[src/rtl/ssm_pkg.sv]
package ssm_pkg;

   // Which half of a bit period the sequencer is in.
   typedef enum logic {
      HALF_LEAD  = 1'b0,
      HALF_TRAIL = 1'b1
   } half_e;

   // Serial clock shape captured at the start of a transfer.
   typedef struct packed {
      logic idle_hi;     // rest level of the serial clock
      logic pulse_lead;  // pulse placed in the leading half
   } clk_cfg_t;

endpackage

[src/rtl/ssm_baud.sv]
module ssm_baud #(
   parameter int DIV_W = 8
) (
   input  logic             clk,
   input  logic             rst_n,
   input  logic             run_i,
   input  logic [DIV_W-1:0] div_i,
   output logic             tick_o
);

   if (DIV_W < 1) begin : g_bad_div
      $error("ssm_baud: DIV_W must be at least 1");
   end

   logic [DIV_W-1:0] cnt_q;

   always_ff @(posedge clk or negedge rst_n) begin
      if (!rst_n) begin
         cnt_q <= '0;
      end else if (!run_i) begin
         cnt_q <= '0;
      end else if (cnt_q == div_i) begin
         cnt_q <= '0;
      end else begin
         cnt_q <= cnt_q + 1'b1;
      end
   end

   assign tick_o = run_i && (cnt_q == div_i);

   AST_CNT_BOUND: assert property (@(posedge clk) disable iff (!rst_n)
      run_i |-> (cnt_q <= div_i));

endmodule

[src/rtl/ssm_shifter.sv]
module ssm_shifter #(
   parameter int WORD_W    = 8,
   parameter bit MSB_FIRST = 1'b1
) (
   input  logic              clk,
   input  logic              rst_n,
   input  logic              load_i,
   input  logic              latch_i,
   input  logic              shift_i,
   input  logic              last_i,
   input  logic [WORD_W-1:0] tx_word_i,
   input  logic              sdi_i,
   output logic              out_bit_o,
   output logic [WORD_W-1:0] rx_word_o
);

   if (WORD_W < 2) begin : g_bad_width
      $error("ssm_shifter: WORD_W must be at least 2");
   end

   logic [WORD_W-1:0] sreg_q;
   logic [WORD_W-1:0] sreg_next;
   logic [WORD_W-1:0] rx_q;
   logic              samp_q;

   if (MSB_FIRST) begin : g_msb
      assign sreg_next = {sreg_q[WORD_W-2:0], samp_q};
      assign out_bit_o = sreg_q[WORD_W-1];
   end else begin : g_lsb
      assign sreg_next = {samp_q, sreg_q[WORD_W-1:1]};
      assign out_bit_o = sreg_q[0];
   end

   always_ff @(posedge clk or negedge rst_n) begin
      if (!rst_n) begin
         sreg_q <= '0;
         samp_q <= 1'b0;
         rx_q   <= '0;
      end else begin
         if (load_i) begin
            sreg_q <= tx_word_i;
         end else if (shift_i) begin
            sreg_q <= sreg_next;
            if (last_i) begin
               rx_q <= sreg_next;
            end
         end
         if (latch_i) begin
            samp_q <= sdi_i;
         end
      end
   end

   assign rx_word_o = rx_q;

   AST_LATCH_SHIFT_EXCL: assert property (@(posedge clk) disable iff (!rst_n)
      !(latch_i && shift_i));

   AST_RX_ONLY_AT_END: assert property (@(posedge clk) disable iff (!rst_n)
      !(shift_i && last_i) |=> $stable(rx_q));

endmodule

[src/rtl/ssm_clkshape.sv]
module ssm_clkshape
   import ssm_pkg::*;
(
   input  logic     clk,
   input  logic     rst_n,
   input  logic     busy_i,
   input  half_e    half_i,
   input  clk_cfg_t cfg_i,
   input  logic     idle_hi_live_i,
   output logic     sclk_o
);

   logic in_pulse;

   always_comb begin
      if (cfg_i.pulse_lead) begin
         in_pulse = (half_i == HALF_LEAD);
      end else begin
         in_pulse = (half_i == HALF_TRAIL);
      end
   end

   always_comb begin
      if (busy_i) begin
         sclk_o = cfg_i.idle_hi ^ in_pulse;
      end else begin
         sclk_o = idle_hi_live_i;
      end
   end

   AST_SCLK_STEADY_IN_HALF: assert property (@(posedge clk) disable iff (!rst_n)
      (busy_i && $past(busy_i) && (half_i == $past(half_i))) |-> $stable(sclk_o));

endmodule

[src/rtl/ssm_master.sv]
module ssm_master
   import ssm_pkg::*;
#(
   parameter int WORD_W = 8,
   parameter int DIV_W  = 8
) (
   input  logic              clk,
   input  logic              rst_n,
   input  logic              start_i,
   input  logic [WORD_W-1:0] tx_word_i,
   input  logic              idle_hi_i,
   input  logic              pulse_lead_i,
   input  logic [DIV_W-1:0]  divider_i,
   input  logic              sdi_i,
   output logic              sclk_o,
   output logic              sdo_o,
   output logic [WORD_W-1:0] rx_word_o,
   output logic              busy_o,
   output logic              done_o
);

   localparam int BIT_W = (WORD_W > 1) ? $clog2(WORD_W) : 1;
   localparam logic [BIT_W-1:0] LAST_BIT = BIT_W'(WORD_W - 1);

   if (WORD_W < 2) begin : g_bad_word
      $error("ssm_master: WORD_W must be at least 2");
   end
   if (DIV_W < 1) begin : g_bad_div
      $error("ssm_master: DIV_W must be at least 1");
   end

   logic             busy_q;
   logic             done_q;
   half_e            half_q;
   logic [BIT_W-1:0] bit_q;
   logic [DIV_W-1:0] div_q;
   clk_cfg_t         cfg_q;

   logic start_acc;
   logic tick;
   logic at_mid;
   logic at_end;
   logic last_bit;
   logic out_bit;

   assign start_acc = start_i && !busy_q;
   assign at_mid    = busy_q && tick && (half_q == HALF_LEAD);
   assign at_end    = busy_q && tick && (half_q == HALF_TRAIL);
   assign last_bit  = (bit_q == LAST_BIT);

   always_ff @(posedge clk or negedge rst_n) begin
      if (!rst_n) begin
         busy_q <= 1'b0;
         done_q <= 1'b0;
         half_q <= HALF_LEAD;
         bit_q  <= '0;
         div_q  <= '0;
         cfg_q  <= '0;
      end else begin
         done_q <= at_end && last_bit;
         if (start_acc) begin
            busy_q           <= 1'b1;
            half_q           <= HALF_LEAD;
            bit_q            <= '0;
            div_q            <= divider_i;
            cfg_q.idle_hi    <= idle_hi_i;
            cfg_q.pulse_lead <= pulse_lead_i;
         end else if (at_mid) begin
            half_q <= HALF_TRAIL;
         end else if (at_end) begin
            half_q <= HALF_LEAD;
            if (last_bit) begin
               busy_q <= 1'b0;
            end else begin
               bit_q <= bit_q + 1'b1;
            end
         end
      end
   end

   ssm_baud #(
      .DIV_W (DIV_W)
   ) u_baud (
      .clk    (clk),
      .rst_n  (rst_n),
      .run_i  (busy_q),
      .div_i  (div_q),
      .tick_o (tick)
   );

   ssm_shifter #(
      .WORD_W    (WORD_W),
      .MSB_FIRST (1'b1)
   ) u_shift (
      .clk       (clk),
      .rst_n     (rst_n),
      .load_i    (start_acc),
      .latch_i   (at_mid),
      .shift_i   (at_end),
      .last_i    (last_bit),
      .tx_word_i (tx_word_i),
      .sdi_i     (sdi_i),
      .out_bit_o (out_bit),
      .rx_word_o (rx_word_o)
   );

   ssm_clkshape u_shape (
      .clk            (clk),
      .rst_n          (rst_n),
      .busy_i         (busy_q),
      .half_i         (half_q),
      .cfg_i          (cfg_q),
      .idle_hi_live_i (idle_hi_i),
      .sclk_o         (sclk_o)
   );

   assign sdo_o  = busy_q ? out_bit : 1'b0;
   assign busy_o = busy_q;
   assign done_o = done_q;

   AST_IDLE_LEVEL: assert property (@(posedge clk) disable iff (!rst_n)
      !busy_o |-> (sclk_o == idle_hi_i));

   AST_DONE_SINGLE: assert property (@(posedge clk) disable iff (!rst_n)
      done_o |=> !done_o);

   AST_DONE_CLOSES_BUSY: assert property (@(posedge clk) disable iff (!rst_n)
      done_o |-> (!busy_o && $past(busy_o)));

   AST_RX_HOLD: assert property (@(posedge clk) disable iff (!rst_n)
      !done_o |-> $stable(rx_word_o));

   AST_CFG_HELD: assert property (@(posedge clk) disable iff (!rst_n)
      (busy_o && $past(busy_o)) |-> ($stable(div_q) && $stable(cfg_q)));

   AST_SDO_QUIET: assert property (@(posedge clk) disable iff (!rst_n)
      (!busy_o && !$past(busy_o)) |-> !sdo_o);

endmodule

[config.mk]
export PLATFORM = sky130hd
export DESIGN_NAME = ssm_master
export DESIGN_NICKNAME = d
export VERILOG_FILES = /design/src/rtl/ssm_pkg.sv /design/src/rtl/ssm_baud.sv /design/src/rtl/ssm_shifter.sv /design/src/rtl/ssm_clkshape.sv /design/src/rtl/ssm_master.sv
export SDC_FILE = /design/constraint.sdc
export NUM_CORES = 1
export LEC_CHECK = 0
export ABC_AREA = 1
export BUFFER_PORTS_ARGS = -buffer_cell sky130_fd_sc_hd__buf_2
export CELL_PAD_IN_SITES_DETAIL_PLACEMENT = 1
export CELL_PAD_IN_SITES_GLOBAL_PLACEMENT = 1
export CORE_UTILIZATION = 31
export CTS_CLUSTER_SIZE = 24
export DETAILED_ROUTE_END_ITERATION = 8
export PLACE_DENSITY_LB_ADDON = 0.1
export SYNTH_ARGS = -nofsm -noshare
export SYNTH_HDL_FRONTEND = slang
export SYNTH_SLANG_ARGS = --single-unit
[constraint.sdc]
create_clock -name clk -period 1.56 [get_ports clk]
set_input_delay 0.156 -clock clk [delete_from_list [all_inputs] [get_ports clk]]
set_output_delay 0.156 -clock clk [all_outputs]
set_load 0.005 [all_outputs]
# Word-level counts from Yosys, hierarchy flattened
# Index checks and enable logic that the tools add are counted.
[totals] reg_bits=41 output_inout_bits=12
[classes] add_sub_neg=2 eq_ne=4 n_mux=18 n_bitwise=3 reduce_logical=13
[ops] operator="two-way mux 8 bit" count=4
[ops] operator="two-way mux 3 bit" count=4
[ops] operator="two-way mux 1 bit" count=10
[ops] operator="AND reduction 3 bit" count=3
[ops] operator="adder 8 x 1 -> 8 bit (second input constant)" count=1
[ops] operator="equality test 8 bit" count=1
[ops] operator="logical AND 1 bit" count=6
[ops] operator="inequality test 2 bit (second input constant)" count=2
[ops] operator="nonzero test 2 bit" count=2
[ops] operator="adder 3 x 1 -> 3 bit (second input constant)" count=1
[ops] operator="equality test 3 bit (second input constant)" count=1
[ops] operator="nonzero test 3 bit" count=1
[ops] operator="NOT 1 bit" count=2
[ops] operator="logical NOT 1 bit" count=1
[ops] operator="XOR 1 bit" count=1

# Depth between registers and ports, before layout
# Gate-level depths: netlist (run 1).
[depth] word_depth=7 mapped_depth=10 ltp_nobuf=10

# Cells and area by module
# A second synthesis (run 1) with hierarchy kept.
[unflattened] cells_unflattened=246 hier_area_um2=2033.2
[by_module_without_submodules] mod="ssm_shifter" n_inst=1 cells_per_inst=84 area_each_um2=780.7 seq_area_each_um2=425.4
[by_module_without_submodules] mod="ssm_master" n_inst=1 cells_per_inst=79 area_each_um2=688.2 seq_area_each_um2=400.4
[by_module_without_submodules] mod="ssm_baud" n_inst=1 cells_per_inst=71 area_each_um2=516.7 seq_area_each_um2=200.2
[by_module_without_submodules] mod="ssm_clkshape" n_inst=1 cells_per_inst=12 area_each_um2=47.5 seq_area_each_um2=0.0

# Worst setup path after synthesis (run 1)
# No wires, ideal clock.
[synth_path] kind="reg-to-reg" startpoint="reg bit_q[0]" endpoint="reg bit_q[0]" setup_time_ns=0.117 t_arrival_ns=1.267 path_slack_ns=0.176 path_stages_with_launch=8 path_buffers=1 synth_period_minus_slack_ns=1.384 path_cell_list="dfrtp_1 > ha_1 > ha_1 > clkbuf_1 > nand2_1 > nand2_1 > nand2_1 > nand2_1"
[synth_between] elab_chain_cells=5 word_cells_on_any_way=8 cone_classes="add/sub (1); eq/ne (2); mux (4); reduce/logical (1)"
[synth_lines] item="start: declaration" line_no="ssm_master.sv:35" text="logic [BIT_W-1:0] bit_q;"
[synth_lines] item="start signal: assignment" line_no="ssm_master.sv:75" text="bit_q <= bit_q + 1'b1;"
[synth_lines] item="adder 3 x 1 -> 3 bit" line_no="ssm_master.sv:75"
[synth_lines] item="two-way mux 3 bit" line_no="ssm_master.sv:72" text="if (last_bit) begin"
[synth_lines] item="two-way mux 3 bit" line_no="ssm_master.sv:70" text="end else if (at_end) begin"
[synth_lines] item="two-way mux 3 bit" line_no="ssm_master.sv:68" text="end else if (at_mid) begin"
[synth_lines] item="two-way mux 3 bit" line_no="ssm_master.sv:61" text="if (start_acc) begin"
# Parallel ways exist; a longest one is shown, timed or not. The select of a mux whose other input is x is not followed.
# A chain may end at the register's enable or synchronous reset.

# Final worst setup path (run 1)
[layout_path] startpoint="reg half_q" endpoint="out sclk_o"
[layout_between] elab_chain_cells=4
[layout_lines] item="start: declaration" line_no="ssm_master.sv:34" text="half_e half_q;"
[layout_lines] item="start signal: assignment" line_no="ssm_master.sv:55" text="half_q <= HALF_LEAD;"
[layout_lines] item="start signal: assignment" line_no="ssm_master.sv:63" text="half_q <= HALF_LEAD;"
[layout_lines] item="start signal: assignment" line_no="ssm_master.sv:69" text="half_q <= HALF_TRAIL;"
[layout_lines] item="NOT 1 bit" line_no="ssm_clkshape.sv:17" text="in_pulse = (half_i == HALF_LEAD);"
[layout_lines] item="two-way mux 1 bit *" line_no="ssm_clkshape.sv:16" text="if (cfg_i.pulse_lead) begin"
[layout_lines] item="XOR 1 bit *" line_no="ssm_clkshape.sv:25" text="sclk_o = cfg_i.idle_hi ^ in_pulse;"
[layout_lines] item="two-way mux 1 bit *" line_no="ssm_clkshape.sv:24" text="if (busy_i) begin"
[layout_lines] item="end: declaration" line_no="ssm_master.sv:15" text="output logic sclk_o,"
# Mark *: on every way between the ends. The rest lies on a longest branch, timed or not.

==> results of run 1 <==
==> power by group <==
part	internal (mW)	total (mW)	switching (mW)
registers	1.06	1.06	0
clock network	0.636	1.02	0.382
logic	0.0215	0.0507	0.0291
==> what timing repair did <==
action / 4_1_cts / 5_1_grt
gates resized for setup: 0 / 4
setup endpoints to repair: 0 / 18
endpoints found under the hold margin: 41 / 0
buffers inserted: 0 / 3
hold buffers: 1 / 0
==> metal layers <==
layer | share of wire [%] | track usage, % | vias up | wire length [um]
li1 | - | - | 835 | -
met3 | 3.8 | 4.00 | 5 | 167
met4 | 1.5 | 5.89 | 0 | 65
met2 | 42 | 22.5 | 26 | 1810
met5 | 0 | 0 | - | 0
met1 | 53 | 20.0 | 753 | 2310
==> state kept, by name (all words and copies together) (netlist names), 2 cells and up <==
signal	cells
cfg_q	2
u_shift.rx_word_o	8
div_q	8
u_baud.cnt_q	8
bit_q	3
u_shift.sreg_q	8
==> cells in the mapped netlist (all sizes together) <==
library cell	n
clkbuf	2
o21ai	21
a21oi	1
inv	29
dfrtp	41
nand3	14
nor2	14
ha	3
o22ai	1
nand4	2
nor3	4
nand2	95
xor2	3
buf	4
xnor2	5
a31oi	1
==> cells by family (layout without fill, tap and decap cells) <==
logic type | Yosys count | in the layout | share of synthesized area, %
and+or+nand+nor | 129 | 129 | 28.3
xor gates and xnor gates | 8 | 8 | 3.58
buffers and inverters | 35 | 83 | 7.48
adders and majority gates | 3 | 3 | 1.92
AOI/OAI and AO/OA | 24 | 24 | 6.27
DFF | 41 | 41 | 52.4
==> cell type report <==
class | count | area (um^2)
Timing Repair Buffer | 46 | 265
Inverter | 29 | 111
Clock buffer | 5 | 68.8
Sequential cell | 41 | 1030
Clock inverter | 3 | 65.1
Tap cell | 75 | 93.8
Fill cell | 731 | 3570
Multi-Input combinational cell | 164 | 792
==> worst max-delay path, cell delays in order (launching register included) <==
cell,delay [ps]
dfrtp_1,450
xor2_1,200
nand2_1,70
nand2_1,40
o22ai_1,100
buf_2,130
==> path summary, 6_finish.rpt <==
check                      slack, ps  cells past startpoint              endpoint                  from
setup / recovery                 120                      5                sclk_o                half_q
hold / removal                    60                      3              div_q[6]          divider_i[6]
setup reg to reg                 150                     10                busy_o       u_baud.cnt_q[4]
hold reg to reg                  470                      2  u_shift.rx_word_o[2]  u_shift.rx_word_o[2]
max in group asynchronous        710                      3       u_baud.cnt_q[2]                 rst_n
min in group asynchronous        460                      3              cfg_q[0]                 rst_n
==> flow_metrics.tcl, run 1 <==
set metrics [dict create \
    status "complete, no violations" \
    hold_path_class "in -> reg" \
    dp_slack_ps 48.8 \
    setup-tns-final_ps 0 \
    final_cells 363 \
    max_freq_ghz 0.694 \
    cts_root_buf "clkbuf_8" \
    drt-initial-drc-count 47 \
    clock_latency_ps 300 \
    mappedNetlistArea_um2 1960 \
    synth_fp_nets 265 \
    antenna_found_initial 0 \
    vias 1619 \
    dieArea_um2 6630 \
    slew_headroom_pct 64.0 \
    area_growth_pct 23.8 \
    placeableCoreArea_um2 5990 \
    clk_pin_slew_ps 70 \
    critPathLaunchType "flop" \
    ys_types 24 \
    clock_skew_ps 8.55 \
    critical_path_class "reg -> out" \
    yosys_warnings 0 \
    final.min_clock_period_ps 1440 \
    final_hold_viol_count 0 \
    routed_via_density 4.46 \
    fin_crit_sh_pct 92.4 \
    syn_area_per_cell_um2 8.15 \
    layout-drive-gt1-share_pct 21.9 \
    cp_max_fo 4 \
    max-clock-path-buffers 2 \
    dieWidth_um 81.5 \
    tritoncts "done" \
    crit_required_ps 1400 \
    antenna_cells 0 \
    grt_pass1_wl_mm 7.22 \
    place.gp.congestion 0.693 \
    peakVddDrop_uv 326 \
    drtPass1Iterations 4 \
    synth_area_leader_cell "dfrtp_1" \
    grt_util_all_layers_pct 14.8 \
    htreeDepth 2 \
    portBuffers 33 \
    maxCapViolCount 0 \
    ios 34 \
    first_global_vias 1560 \
    dp_hpwl_mm 3.19 \
    dp.cells 351 \
    initial_core_util_pct 32.7 \
    drc 0 \
    p_total_mw 2.13 \
    setup_slack_ps 118 \
    netlist_instances 240 \
    num_rows 28 \
    final_common_cell "nand2_1" \
    wl_per_cell_um 12.0 \
    clkSinkCount 41 \
    finalCoreUtilization_pct 40.5 \
    fin_nets 312 \
    placedInstanceArea_um2 2250 \
    ant_nets 0 \
    finalSetupViolCount 0 \
    p_leak_nw 1.31 \
    rsz0062_at_grt "no" \
    ys_ff_latch 41 \
    grt_overflow 0 \
    cts_buffers 5 \
    synth_top_cell_area_share_pct 52.4 \
    ys_seq_area_share_pct 52.4 \
    slew_viol_final 0 \
    cp.arrival_ps 1290 \
    hold_slack_ps 58.0 \
    power_density_nw_per_um2 879 \
    fp.dieH_um 81.5 \
    final_cell_mix "nand2_1, dfrtp_1, buf_2, inv_1, o21ai_0" \
    synthTopCellsByArea "dfrtp_1, nand2_1, inv_1" \
    wl_mm 4.35 \
    worst_pin_slew_ps 540 \
    finalInstanceArea_um2 2420 \
    cp-end-kind "output pin" \
    grt_max_degree 42 \
]
No activity file was read; power rests on OpenSTA's default activity.
==> run 2: changes to the inputs <==
SYNTH_HIERARCHICAL = 1   (was default)
==> run 2 against run 1 <==
  * The run now ends with negative setup slack left
  * Setup slack worse by 290 ps
  * Count of clock-buffer cells in the layout is 2 higher
  * Power is 58% higher
  * Non-clock buffer count is 23 higher
  * Synthesized area is 3.9% higher
  * Critical path type is now reg -> reg
==> flow_metrics.tcl, run 2 <==
set metrics [dict create \
    status "finished with violations" \
    violations "negative setup slack" \
    seqPwrFrac_pct 46.7 \
    reg2reg_depth 13 \
    synthTopCellsByArea "dfrtp_1, nand2_1, nand3_1" \
    dp_hpwl_mm 3.66 \
    hold_path_depth 3 \
    ios 34 \
    first_global_vias 1952 \
    portBuffers 33 \
    slew_headroom_pct 72.9 \
    power_density_nw_per_um2 1240 \
    mappedNetlistArea_um2 2030 \
    num_rows 29 \
    p_leak_nw 1.44 \
    reg2reg_to "u_shift/rx_word_o[0]" \
    critical_path_class "reg -> reg" \
    final_common_cell "nand2_1" \
    synth_area_leader_cell "dfrtp_1" \
    hold_path_class "in -> reg" \
    setup-tns-final_ps -2820 \
    maxCapViolCount 0 \
    dieWidth_um 83.0 \
    tritoncts "done" \
    clkSinkCount 41 \
    crit_required_ps 1750 \
    layout-drive-gt1-share_pct 32.9 \
    cts_buffers 5 \
    final_cell_mix "nand2_1, dfrtp_1, buf_2, buf_4, inv_1" \
    clock_skew_ps 5.11 \
    cpMostUsedCell "nand2_1" \
    reg2reg_from "u_baud/cnt_q[7]" \
    fp.dieH_um 83.0 \
    syn_area_per_cell_um2 8.27 \
    antenna_found_initial 0 \
    synth_fp_nets 271 \
    ys_ff_latch 41 \
    cts_root_buf "clkbuf_8" \
    fin_nets 340 \
    cp_slowest_stage_delay_ps 400 \
    crit_path_cell_trace "inv_2 > nand2_1 > nand2_1 > nand2_1 > nor2_2 > nand2_2 > nor2_4 > nand2_2 > nor2_4 > buf_12 > nand3_4 > nand2_1 > nand2_1" \
    dieArea_um2 6890 \
    combPwrFrac_pct 30.1 \
    critPathLaunchType "flop" \
    p_sw_share_pct 33.8 \
    regToRegSetupSlack_ps -170 \
    clock_latency_ps 300 \
    drtPass1Iterations 4 \
    switching_power_mw 1.13 \
    peakVddDrop_uv 579 \
    wl_mm 5.21 \
    synthFlopType "dfrtp_1" \
    grt_max_degree 27 \
    ant_nets 0 \
    rsz0062_at_grt "yes" \
    finalSetupViolCount 21 \
    synth.most_common_cell "nand2_1" \
    clkPwrFrac_pct 23.1 \
    critPathTopFamily "simple AND/OR/NAND/NOR gates" \
    cp-end-kind "flop" \
    yosys_warnings 6 \
    wl_per_cell_um 13.3 \
    drt-initial-drc-count 66 \
    min-delay-start "divider_i[1]" \
    drc 0 \
    worst_pin_slew_ps 406 \
    ys_types 22 \
    vias 1804 \
    final_hold_viol_count 0 \
    placeableCoreArea_um2 6350 \
    power.internal_mw 2.23 \
    htreeDepth 2 \
    cp.arrival_ps 1920 \
    max-clock-path-buffers 2 \
    grt_pass1_wl_mm 9.23 \
    grt_util_all_layers_pct 16.7 \
    routed_via_density 4.59 \
    max_freq_ghz 0.577 \
    place.gp.congestion 0.730 \
    initial_core_util_pct 32.0 \
    cp_num_buf_inv 2 \
    setup_slack_ps -173 \
    ys_async_sr_fraction_pct 100 \
    ys_seq_area_share_pct 50.5 \
    cp_max_fo 8 \
    final.min_clock_period_ps 1730 \
    grt_overflow 0 \
    area_growth_pct 33.5 \
    antenna_cells 0 \
    critPathSlowestCell "dfrtp_1" \
    ys_top_cells_by_count "nand2_1, dfrtp_1, inv_1" \
    netlist_instances 246 \
    slew_viol_final 0 \
    startpoint "u_baud/cnt_q[7]" \
    hold_end "div_q[1]" \
    p_total_mw 3.36 \
    synth_top_cell_area_share_pct 50.5 \
    synth_edf_count 0 \
    fin_crit_sh_pct 111 \
    finalCoreUtilization_pct 42.8 \
    clk_pin_slew_ps 80 \
]
==> run 2: metrics by stage <==
step	setup WS [ps]	hold WS, ps	cell area (um^2)	cells
detailed placement	-284	110	2450	372
global route	-354	43.6	2720	393
CTS	-151	41.7	2670	390
floorplan	-115	-140	2050	246
global placement	-251	117	2450	372
finish	-173	46.2	2720	393
==> run 2: area by class of cell <==
class,count,area (um^2)
clock buffers,7,96.3
clock inverters,1,5.00
fillers,784,3630
inverters,26,105
multi-input cells,172,883
flip-flops and latches,41,1030
well taps,77,96.3
repair buffers,69,503
==> run 2: cell families (layout without fill, tap and decap cells) <==
logic type	Yosys count	after routing	share of synthesized area [%]
XOR/XNOR	8	8	3.45
AND/OR/NAND/NOR	157	157	34.7
adder cells (fa/ha/maj)	3	3	1.85
AO/OA/AOI/OAI	4	4	0.985
flip-flops	41	41	50.5
buffers and inverters	33	103	8.55
==> run 2: worst reg2reg max path: cells and delay by family, from the launching register on <==
| kind | cells | cell delay, ps |
|---|---|---|
| and+or+nand+nor | 11 | 1030 |
| DFF | 1 | 400 |
| buffers and inverters | 2 | 210 |
==> run 2: worst max-delay path by stage <==
stage	depth (start not counted)	slack, ps	end
finish	13	-170	u_shift/rx_word_o[0]
global route	13	-350	u_shift/rx_word_o[0]
CTS	13	-150	u_shift/rx_word_o[0]
detailed placement	13	-280	u_shift/rx_word_o[0]
global placement	13	-250	u_shift/rx_word_o[4]
floorplan	11	-120	u_shift/rx_word_o[0]
==> run 2: routing by layer <==
metal  up-vias  wire length (um)  GRT usage [%]
met5         -                 0              0
met4         0                16           3.29
met1       876              2610           21.8
met3         2               168           4.47
met2        26              2420           27.8
li1        900                 -              -
==> run 2: power groups by stage <==
stage	Sequential, mW	Clock, mW	Combinational [mW]
4_1_cts	1.57	0.810	1.01
3_3_place_gp	1.58	0	0.947
3_5_place_dp	1.59	0	0.972
6_report	1.57	0.778	1.01
5_1_grt	1.61	0.847	1.17
2_1_floorplan	1.54	0	0.588
==> run 2: repair_timing <==
action,in CTS,in global routing
endpoints found under the setup margin,21,23
pin swaps,10,4
gates resized for setup,9,7
hold endpoints to repair,15,0
gates cloned,1,0
buffers inserted,8,5
hold buffers,1,0
==> run 3: changes to the inputs <==
ABC_AREA = default   (was 1)
==> run 3 against run 2 <==
  * The run still ends with negative setup slack left
  * Hold slack better by 26 ps
  * Count of clock-buffer cells in the layout unchanged
  * Non-clock buffer count down 12
  * Critical path depth down 7
  * Combinational power up 33%
==> flow_metrics.tcl, run 3 <==
set metrics [dict create \
    status "finished with violations" \
    violations "negative setup slack" \
    setup_slack_ps -409 \
    hold_path_class "in -> reg" \
    slew_headroom_pct 66.4 \
    num_rows 28 \
    clock_latency_ps 290 \
    grt_util_all_layers_pct 15.3 \
    clkPwrFrac_pct 23.2 \
    p_sw_share_pct 32.5 \
    wl_per_cell_um 16.2 \
    netlist_instances 149 \
    ys_ff_latch 41 \
    synth_top_cell_area_share_pct 52.3 \
    dp_hpwl_mm 3.28 \
    seqPwrFrac_pct 41.6 \
    cp_max_fo 8 \
    maxCapViolCount 0 \
    grt_overflow 0 \
    ant_nets 0 \
    fin_crit_sh_pct 126 \
    place.gp.congestion 0.750 \
    power_density_nw_per_um2 1470 \
    syn_area_per_cell_um2 13.2 \
    cp.arrival_ps 2150 \
    dieArea_um2 6650 \
    final_hold_viol_count 0 \
    peakVddDrop_uv 652 \
    wl_mm 4.58 \
    portBuffers 33 \
    setup-tns-final_ps -8150 \
    area_growth_pct 32.3 \
    cp-end-kind "flop" \
    combPwrFrac_pct 35.2 \
    finalCoreUtilization_pct 43.1 \
    routed_via_density 4.77 \
    max-clock-path-buffers 2 \
    dieWidth_um 81.6 \
    dp_slack_ps -442 \
    vias 1349 \
    p_leak_nw 1.23 \
    initial_core_util_pct 32.6 \
    antenna_cells 0 \
    switching_power_mw 1.24 \
    max_freq_ghz 0.508 \
    layout-drive-gt1-share_pct 51.0 \
    drc 0 \
    drt-initial-drc-count 57 \
    synthFlopType "dfrtp_1" \
    worst_pin_slew_ps 503 \
    ios 34 \
    grt_max_degree 24 \
    finalSetupViolCount 24 \
    ys_seq_area_share_pct 52.3 \
    slew_viol_final 0 \
    synth_edf_count 0 \
    cts_buffers 5 \
    tritoncts "done" \
    final.min_clock_period_ps 1970 \
    antenna_found_initial 0 \
    fp.dieH_um 81.6 \
    htreeDepth 2 \
    crit_required_ps 1740 \
    yosys_warnings 6 \
    placeableCoreArea_um2 6030 \
    ys_types 30 \
    clock_skew_ps 4.58 \
    synth.most_common_cell "dfrtp_1" \
    cts_root_buf "clkbuf_8" \
    mappedNetlistArea_um2 1960 \
    grt_pass1_wl_mm 7.36 \
    synthTopCellsByArea "dfrtp_1, mux2_2, mux2_4" \
    final_common_cell "dfrtp_1" \
    final_cell_mix "dfrtp_1, buf_2, buf_4, mux2_2, nand2_1" \
    first_global_vias 1516 \
    ys_top_cells_by_count "dfrtp_1, mux2_2, nand2_1, o21ai_0, mux2i_1" \
    rsz0062_at_grt "yes" \
    power.internal_mw 2.58 \
    critical_path_class "reg -> reg" \
    synth_area_leader_cell "dfrtp_1" \
    clk_pin_slew_ps 80 \
    synth_fp_nets 174 \
    ys_async_sr_fraction_pct 100 \
    critPathLaunchType "flop" \
    clkSinkCount 41 \
    fin_nets 232 \
    drtPass1Iterations 4 \
]
-- run 3: cell types whose count changed after synthesis, moves of 10 or more --
| cell | change |
|---|---|
| mux2i_1 | +10 |
| inv_1 | -21 |
| mux2_2 | +13 |
| nand3_1 | -17 |
| nand2_1 | -90 |
| nand4_1 | -10 |
-- run 3: per-layer routing --
layer / track usage (%) / part of all wire, %
met2: 27.1 / 53
met1: 17.2 / 42
met5: 0 / 0
met3: 3.89 / 3.3
met4: 6.61 / 1.5
-- run 3: power by group through the flow --
| stage | registers (mW) | logic, mW | clock network, mW |
|---|---|---|---|
| global route | 1.63 | 1.49 | 0.965 |
| CTS | 1.59 | 1.31 | 0.928 |
| floorplan | 1.57 | 0.769 | 0 |
| finish | 1.59 | 1.34 | 0.884 |
| global placement | 1.59 | 1.12 | 0 |
| detailed placement | 1.62 | 1.20 | 0 |
-- run 3: metrics by stage --
step / instance area [um^2] / cells / power [mW] / hold slack (ps)
2_1_floorplan: 1990 / 149 / 2.34 / -140
3_3_place_gp: 2350 / 270 / 2.72 / 149
3_5_place_dp: 2350 / 270 / 2.82 / 165
4_1_cts: 2550 / 284 / 3.83 / 57.3
5_1_grt: 2590 / 283 / 4.09 / 63.2
6_report: 2590 / 283 / 3.82 / 72.3
-- run 3: final timing paths --
check / to / slack (ps) / start / cells after the start
worst max-delay path: u_shift/rx_word_o[3] / -410 / div_q[1] / 6
worst min-delay path: u_shift/sreg_q[3] / 70 / tx_word_i[3] / 3
worst max register to register: u_shift/rx_word_o[3] / -410 / div_q[1] / 6
worst min register to register: u_shift/rx_word_o[4] / 510 / u_shift/rx_word_o[4] / 1
max in group asynchronous: u_shift/rx_word_o[6] / 710 / rst_n / 3
min in group asynchronous: div_q[1] / 360 / rst_n / 2
-- run 3: area by class of cell --
type	count	area, um^2
Timing Repair Buffer	57	387
Sequential cell	41	1030
Fill cell	671	3430
Clock inverter	1	30.0
Inverter	2	7.51
Clock buffer	7	86.3
Multi-Input combinational cell	100	963
Tap cell	75	93.8
-- run 3: kinds of logic (layout without fill, tap and decap cells) --
group,count (synthesis),in the layout,synth area share (%)
AOI/OAI and AO/OA,20,20,6.51
and+or+nand+nor,33,33,9.95
buffers and inverters,8,67,3.64
xor gates and xnor gates,14,14,7.78
adders and majority gates,3,3,1.91
DFF,41,41,52.3
muxes,30,30,17.9
-- run 3: critical path, cell delays in order (launching register included) --
cell	delay [ps]
dfrtp_1	410
xor2_2	200
nor4_4	330
and3_4	230
and3_4	220
nand3b_4	160
mux2_2	310
-- run 3: repair_timing --
action                     in CTS  in global routing
setup endpoints to repair      24                 28
pin swaps                       2                  1
buffers inserted                5                  0
resized for setup              10                  9
hold buffers                    1                  0
gates cloned                    0                  0
hold endpoints to repair       19                  0
